--- src/rtl/pwm_sync_pkg.sv ---
package pwm_sync_pkg;

   // Configuration word; bit0 is ld_bottom, bit6 is en_buf.
   typedef struct packed {
      logic en_buf;
      logic en_mask;
      logic en_inv;
      logic en_ovr;
      logic restart;
      logic ld_top;
      logic ld_bottom;
   } cfg_t;

   localparam int CFG_W       = $bits(cfg_t);
   localparam int ADR_CFG     = 0;
   localparam int ADR_PERIOD  = 1;
   localparam int ADR_START   = 2;
   localparam int ADR_MASK    = 3;
   localparam int ADR_INV     = 4;
   localparam int ADR_OVR_EN  = 5;
   localparam int ADR_OVR_VAL = 6;
   localparam int ADR_CMP0    = 8;

endpackage

--- src/rtl/pwm_trig_edge.sv ---
module pwm_trig_edge (
   input  logic clk,
   input  logic rst_n,
   input  logic trig_in,
   output logic trig_rise
);

   logic trig_d;

   always_ff @(posedge clk) begin
      if (!rst_n) trig_d <= 1'b0;
      else        trig_d <= trig_in;
   end

   assign trig_rise = trig_in & ~trig_d;

endmodule

--- src/rtl/pwm_updown_counter.sv ---
module pwm_updown_counter #(
   parameter int CNT_W = 16
) (
   input  logic             clk,
   input  logic             rst_n,
   input  logic [CNT_W-1:0] period,
   input  logic [CNT_W-1:0] start,
   input  logic             force_en,
   input  logic [CNT_W-1:0] force_val,
   output logic [CNT_W-1:0] cnt,
   output logic             at_bottom,
   output logic             at_top
);

   logic going_up;

   always_ff @(posedge clk) begin
      if (!rst_n) begin
         cnt      <= '0;
         going_up <= 1'b1;
      end else if (force_en) begin
         cnt      <= force_val;
         going_up <= 1'b1;
      end else if (period <= start) begin
         cnt      <= start;
         going_up <= 1'b1;
      end else if (going_up) begin
         if (cnt >= period) begin
            cnt      <= cnt - 1'b1;
            going_up <= 1'b0;
         end else begin
            cnt <= cnt + 1'b1;
         end
      end else begin
         if (cnt <= start) begin
            cnt      <= cnt + 1'b1;
            going_up <= 1'b1;
         end else begin
            cnt <= cnt - 1'b1;
         end
      end
   end

   assign at_bottom = (cnt == start);
   assign at_top    = (cnt == period);

endmodule

--- src/rtl/pwm_sync_regs.sv ---
module pwm_sync_regs
   import pwm_sync_pkg::*;
#(
   parameter int CNT_W  = 16,
   parameter int NUM_CH = 2,
   parameter int ADDR_W = 4
) (
   input  logic                         clk,
   input  logic                         rst_n,
   input  logic                         wr_en,
   input  logic [ADDR_W-1:0]            wr_addr,
   input  logic [CNT_W-1:0]             wr_data,
   input  logic                         trig_rise,
   input  logic                         at_bottom,
   input  logic                         at_top,
   output cfg_t                         cfg_q,
   output logic [CNT_W-1:0]             act_period,
   output logic [CNT_W-1:0]             act_start,
   output logic [NUM_CH-1:0][CNT_W-1:0] act_cmp,
   output logic [NUM_CH-1:0]            act_mask,
   output logic [NUM_CH-1:0]            act_inv,
   output logic [NUM_CH-1:0]            act_ovr_en,
   output logic [NUM_CH-1:0]            act_ovr_val,
   output logic [NUM_CH-1:0]            sh_mask,
   output logic                         pending,
   output logic                         cnt_force,
   output logic [CNT_W-1:0]             cnt_force_val
);

   logic [CNT_W-1:0]  sh_period, sh_start;
   logic [NUM_CH-1:0] sh_inv, sh_ovr_en, sh_ovr_val;
   logic              load_point, buf_load, restart_hit;

   function automatic logic hit(input logic [ADDR_W-1:0] a, input int target);
      return wr_en && (a == ADDR_W'(target));
   endfunction

   assign load_point    = (cfg_q.ld_bottom && at_bottom) || (cfg_q.ld_top && at_top);
   assign restart_hit   = trig_rise && cfg_q.restart;
   assign buf_load      = (pending && load_point) || (restart_hit && cfg_q.en_buf);
   assign cnt_force     = restart_hit;
   assign cnt_force_val = cfg_q.en_buf ? sh_start : act_start;

   // Configuration and pending mark
   always_ff @(posedge clk) begin
      if (!rst_n) begin
         cfg_q   <= '0;
         pending <= 1'b0;
      end else begin
         if (hit(wr_addr, ADR_CFG)) cfg_q <= cfg_t'(wr_data[CFG_W-1:0]);
         if (trig_rise && cfg_q.en_buf && !cfg_q.restart) pending <= 1'b1;
         else if (buf_load)                                pending <= 1'b0;
      end
   end

   // Buffered group: period and start
   always_ff @(posedge clk) begin
      if (!rst_n) begin
         sh_period  <= '0;
         sh_start   <= '0;
         act_period <= '0;
         act_start  <= '0;
      end else begin
         if (buf_load) begin
            act_period <= sh_period;
            act_start  <= sh_start;
         end
         if (hit(wr_addr, ADR_PERIOD)) sh_period <= wr_data;
         if (hit(wr_addr, ADR_START))  sh_start  <= wr_data;
      end
   end

   // Buffered group: per-channel compare values
   for (genvar ch = 0; ch < NUM_CH; ch++) begin : g_cmp
      logic [CNT_W-1:0] sh_cmp;
      always_ff @(posedge clk) begin
         if (!rst_n) begin
            sh_cmp      <= '0;
            act_cmp[ch] <= '0;
         end else begin
            if (buf_load)                    act_cmp[ch] <= sh_cmp;
            if (hit(wr_addr, ADR_CMP0 + ch)) sh_cmp      <= wr_data;
         end
      end
   end

   // Immediate group: mask, inversion, override
   always_ff @(posedge clk) begin
      if (!rst_n) begin
         sh_mask     <= '1;
         act_mask    <= '1;
         sh_inv      <= '0;
         act_inv     <= '0;
         sh_ovr_en   <= '0;
         act_ovr_en  <= '0;
         sh_ovr_val  <= '0;
         act_ovr_val <= '0;
      end else begin
         if (trig_rise && cfg_q.en_mask) act_mask <= sh_mask;
         if (trig_rise && cfg_q.en_inv)  act_inv  <= sh_inv;
         if (trig_rise && cfg_q.en_ovr) begin
            act_ovr_en  <= sh_ovr_en;
            act_ovr_val <= sh_ovr_val;
         end
         if (hit(wr_addr, ADR_MASK))    sh_mask    <= wr_data[NUM_CH-1:0];
         if (hit(wr_addr, ADR_INV))     sh_inv     <= wr_data[NUM_CH-1:0];
         if (hit(wr_addr, ADR_OVR_EN))  sh_ovr_en  <= wr_data[NUM_CH-1:0];
         if (hit(wr_addr, ADR_OVR_VAL)) sh_ovr_val <= wr_data[NUM_CH-1:0];
      end
   end

endmodule

--- src/rtl/pwm_chan_gate.sv ---
module pwm_chan_gate #(
   parameter int CNT_W  = 16,
   parameter int NUM_CH = 2
) (
   input  logic [CNT_W-1:0]             cnt,
   input  logic [NUM_CH-1:0][CNT_W-1:0] act_cmp,
   input  logic [NUM_CH-1:0]            act_inv,
   input  logic [NUM_CH-1:0]            act_ovr_en,
   input  logic [NUM_CH-1:0]            act_ovr_val,
   input  logic [NUM_CH-1:0]            act_mask,
   output logic [NUM_CH-1:0]            pwm_out
);

   for (genvar ch = 0; ch < NUM_CH; ch++) begin : g_ch
      logic raw, flipped, chosen;
      assign raw         = (cnt < act_cmp[ch]);
      assign flipped     = raw ^ act_inv[ch];
      assign chosen      = act_ovr_en[ch] ? act_ovr_val[ch] : flipped;
      assign pwm_out[ch] = chosen & ~act_mask[ch];
   end

endmodule

--- src/rtl/pwm_sync_timer.sv ---
module pwm_sync_timer
   import pwm_sync_pkg::*;
#(
   parameter int CNT_W  = 16,
   parameter int NUM_CH = 2,
   parameter int ADDR_W = 4
) (
   input  logic              clk,
   input  logic              rst_n,
   input  logic              wr_en,
   input  logic [ADDR_W-1:0] wr_addr,
   input  logic [CNT_W-1:0]  wr_data,
   input  logic              hw_trig,
   output logic [NUM_CH-1:0] pwm_out
);

   if (NUM_CH < 1 || ADR_CMP0 + NUM_CH > (1 << ADDR_W)) begin : g_bad_ch
      $error("pwm_sync_timer: NUM_CH does not fit the address space");
   end
   if (CNT_W < CFG_W || CNT_W < NUM_CH) begin : g_bad_w
      $error("pwm_sync_timer: CNT_W too narrow for register fields");
   end

   cfg_t                         cfg_q;
   logic                         trig_rise, at_bottom, at_top, pending;
   logic                         cnt_force;
   logic [CNT_W-1:0]             cnt, cnt_force_val, act_period, act_start;
   logic [NUM_CH-1:0][CNT_W-1:0] act_cmp;
   logic [NUM_CH-1:0]            act_mask, act_inv, act_ovr_en, act_ovr_val, sh_mask;

   pwm_trig_edge u_edge (
      .clk(clk), .rst_n(rst_n), .trig_in(hw_trig), .trig_rise(trig_rise)
   );

   pwm_updown_counter #(.CNT_W(CNT_W)) u_cnt (
      .clk(clk), .rst_n(rst_n), .period(act_period), .start(act_start),
      .force_en(cnt_force), .force_val(cnt_force_val),
      .cnt(cnt), .at_bottom(at_bottom), .at_top(at_top)
   );

   pwm_sync_regs #(.CNT_W(CNT_W), .NUM_CH(NUM_CH), .ADDR_W(ADDR_W)) u_regs (
      .clk(clk), .rst_n(rst_n), .wr_en(wr_en), .wr_addr(wr_addr), .wr_data(wr_data),
      .trig_rise(trig_rise), .at_bottom(at_bottom), .at_top(at_top),
      .cfg_q(cfg_q), .act_period(act_period), .act_start(act_start), .act_cmp(act_cmp),
      .act_mask(act_mask), .act_inv(act_inv), .act_ovr_en(act_ovr_en),
      .act_ovr_val(act_ovr_val), .sh_mask(sh_mask), .pending(pending),
      .cnt_force(cnt_force), .cnt_force_val(cnt_force_val)
   );

   pwm_chan_gate #(.CNT_W(CNT_W), .NUM_CH(NUM_CH)) u_gate (
      .cnt(cnt), .act_cmp(act_cmp), .act_inv(act_inv), .act_ovr_en(act_ovr_en),
      .act_ovr_val(act_ovr_val), .act_mask(act_mask), .pwm_out(pwm_out)
   );

endmodule

--- config.mk ---
export PLATFORM = sky130hd
export DESIGN_NAME = pwm_sync_timer
export DESIGN_NICKNAME = d
export VERILOG_FILES = /design/src/rtl/pwm_sync_pkg.sv /design/src/rtl/pwm_trig_edge.sv /design/src/rtl/pwm_updown_counter.sv /design/src/rtl/pwm_sync_regs.sv /design/src/rtl/pwm_chan_gate.sv /design/src/rtl/pwm_sync_timer.sv
export SDC_FILE = /design/constraint.sdc
export NUM_CORES = 1
export LEC_CHECK = 0
export BUFFER_PORTS_ARGS = -buffer_cell sky130_fd_sc_hd__buf_2
export CAP_MARGIN = 15
export CORE_UTILIZATION = 30
export CTS_BUF_LIST = sky130_fd_sc_hd__clkbuf_4 sky130_fd_sc_hd__clkbuf_8
export DETAILED_ROUTE_END_ITERATION = 8
export PLACE_DENSITY_LB_ADDON = 0.08
export SYNTH_ARGS = -nofsm -noshare
export SYNTH_HDL_FRONTEND = slang
export SYNTH_SLANG_ARGS = --single-unit
export TNS_END_PERCENT = 1
--- constraint.sdc ---
create_clock -name clk -period 5.17 [get_ports clk]
set_input_delay 1.034 -clock clk [delete_from_list [all_inputs] [get_ports clk]]
set_output_delay 1.034 -clock clk [all_outputs]
set_load 0.01 [all_outputs]
==> results.toml <==
[route]
wl_per_cell_um = 17.3
dr.pass1.iters = 7
via_per_inst = 4.86
totalWireLength_mm = 25.0
ant_nets = 0
drc = 0
drt_iter0_drc = 372
num_vias = 7021

[pwr]
intPower_mw = 1.71
switching_share_pct = 28.5
total_power_mw = 2.40
comb_power_share_pct = 3.8
netSwitchingPower_mw = 0.683
peakVddDrop_uv = 128
seq_power_share_pct = 55.2
clock_power_share_pct = 41.0
powerDensity_nw_per_um2 = 251
total_leakage_power_nw = 3.66

[synth]
ys.warnings.count = 0
synth_flop_cell = "dfxtp_1"
synth_common_cells = "233 x nand2_1, 170 x dfxtp_1, 140 x a21oi_1"
synth.ff_latch_count = 170
yosys.cell_count.top_type = "nand2_1"
yosys.area.top_type = "dfxtp_1"
ys_types = 63
synth_edf_count = 0
yosys-top-cells-area = "dfxtp_1 40%, ha_1 12%, nand2_1 10%"
avgSynthCellArea_um2 = 8.21
async_flop_share_pct = 0
synth_cells = 1048
yosysSeqAreaShare_pct = 39.6
mappedNetlistArea_um2 = 8600
synth_top_area_share_pct = 39.6
synth_fp_nets = 1152

[worst_setup_path]
reg2reg_slack_ns = 1.74
crit_path_top_delay_cell = "dfxtp_1"
critical_path.max_stage_delay_ns = 0.58
critPathArrivalTime_ns = 3.09
path_delay_family = "compound AO/OA/AOI/OAI gates"
cp-end-kind = "output port"
cp.buffers_inverters = 1
cp_common_cell = "a21o_1"
crit_fanout = 9
rr_startpoint = "u_cnt.cnt[2]$_SDFF_PN0_"
path_class = "reg2out"
reg2regPathDepth = 9
startpoint_type = "flip-flop"
crit_path_start = "u_cnt.cnt[9]$_SDFF_PN0_"
crit_required_ns = 4.14
rr_endpoint = "u_cnt.cnt[11]$_SDFF_PN0_"
crit_chain = "ha_1, a21o_1, a21o_1, a211oi_1, o21bai_1, a21o_1, a221oi_1, xor2_1, o21a_1, buf_2"

[global_routing]
grt_pass1_vias = 6831
antenna_found_initial = 0
grt_max_degree = 150
grt_pass1_wl_mm = 40.1
grt_use_total_pct = 18.1
gr-total-overflow = 0

[floorplan]
pin_count = 26
start_util_pct = 30.7
coreArea_um2 = 28000
row_count = 61
die_x_um = 171
die_area_um2 = 29400
die_h_um = 171

[hold_path]
hp-class = "reg2reg"
hold_start = "u_regs.act_cmp[5]$_SDFFE_PN0P_"
hold_depth = 2
holdPathEnd = "u_regs.act_cmp[5]$_SDFFE_PN0P_"

[clocking]
cts_resized = 0
cts.sink_count = 170
cts-root-buf = "clkbuf_8"
cts_buffers = 17
clk_latency_ns = 0.47
clock_path_buffers = 2
post_cts_buffers = 0
cts.htree.levels = 4
clk_pin_slew_ns = 0.10
cts_tree = "built"
cts_hold_buf = 0

[timing]
setup_viol = 0
fin_crit_sh_pct = 79.8
slew_violations = 0
relSlewSlack_pct = 46.0
final.min_clock_period_ns = 4.13
max_slew.worst_pin.slew_ns = 0.811
finalSetupTns_ns = 0
fmax_mhz = 242
skew_ns = 0.0210
hold_viol = 0
rsz0062_at_grt = "no"
whs_ns = 0.457

[placed_design]
numPortBuffers = 25
place_congestion = 0.819
place_hpwl_mm = 17.5

[final_layout]
drive_gt1_share_pct = 8.34
area_growth_pct = 11.1
final_nets = 1158
antenna_cells = 0

[run]
maxCapViolations = 0

[status]
status = "completed"
[per-stage QoR]
step                      area [µm²]  setup slack, ns  utilization (%)  std cells
after detailed placement        9150             1.45             32.7       1413
final                           9560             1.04             34.1       1445
after global routing            9560            0.813             34.1       1445
after CTS                       9560            0.945             34.1       1445
after floorplan                 8600             2.02                -       1048
after global placement          9150             1.49             32.7       1413
[power by group through the flow]
stage | sequential [mW] | clock, mW | combinational (mW)
floorplan | 1.35 | 0 | 0.0488
global placement | 1.35 | 0 | 0.0920
detailed placement | 1.35 | 0 | 0.0923
CTS | 1.32 | 1.03 | 0.0923
global route | 1.32 | 1.08 | 0.0997
finish | 1.32 | 0.983 | 0.0902
[sequential cells by signal, indices dropped and copies added, names as in the netlist, 7 cells and up]
name / count
u_regs.act_period: 16
u_cnt.cnt: 16
u_regs.act_start: 16
u_regs.act_cmp: 32
u_regs.cfg_q: 7
u_regs.sh_period: 16
u_regs.g_cmp.sh_cmp: 32
u_regs.sh_start: 16
[layout make-up]
cell class	instances	area, µm²
Fill cell	3052	18500
Multi-Input combinational cell	751	4740
Sequential cell	170	3400
Tap cell	378	473
Inverter	77	292
Timing Repair Buffer	37	240
Clock buffer	17	234
Clock inverter	15	176
[layer usage]
| layer | part of all wire (%) | vias up | track usage (%) |
|---|---|---|---|
| li1 | - | 3612 | - |
| met1 | 51 | 3319 | 25.9 |
| met2 | 46 | 75 | 28.7 |
| met3 | 1.7 | 15 | 2.67 |
| met4 | 0.96 | 0 | 4.00 |
| met5 | 0 | - | 0 |
[how the worst max path moves through the flow]
stage / end / slack [ns] / cells after the start
floorplan: pwm_out[0] / 2.02 / 9
global placement: pwm_out[1] / 1.49 / 10
detailed placement: pwm_out[1] / 1.45 / 10
CTS: pwm_out[1] / 0.95 / 10
global route: pwm_out[1] / 0.81 / 9
finish: pwm_out[1] / 1.04 / 10
[worst min-delay path: cells and delay by family, from the launching register on]
kind,cells,cell delay (ns)
AOI/OAI and AO/OA,1,0.05
and+or+nand+nor,1,0.05
DFF,1,0.32
[cell usage in the layout (no fill, tap or decap), drive strengths merged, types with 10 or more instances in the layout]
cell type  netlist  routed
nor2            59      59
xnor2           10      10
a21o            11      11
nand4           16      16
dfxtp          170     170
nand2          234     234
mux2i           53      53
nand3           21      21
a21oi          141     141
buf              6      37
clkbuf          44      17
ha              80      80
o221ai          11      11
o21ai           19      19
inv             76      84
[logic make-up (layout without fill, tap and decap cells)]
kind of cell / count (synthesis) / count (layout) / synth area share [%]
DFF: 170 / 170 / 39.6
AOI/OAI and AO/OA: 226 / 226 / 16.5
adders and majority gates: 80 / 80 / 11.6
xor gates and xnor gates: 15 / 15 / 1.53
and+or+nand+nor: 377 / 377 / 19.0
buffers and inverters: 127 / 146 / 5.64
muxes: 53 / 53 / 6.17
(Power assumes the default switching activity.)
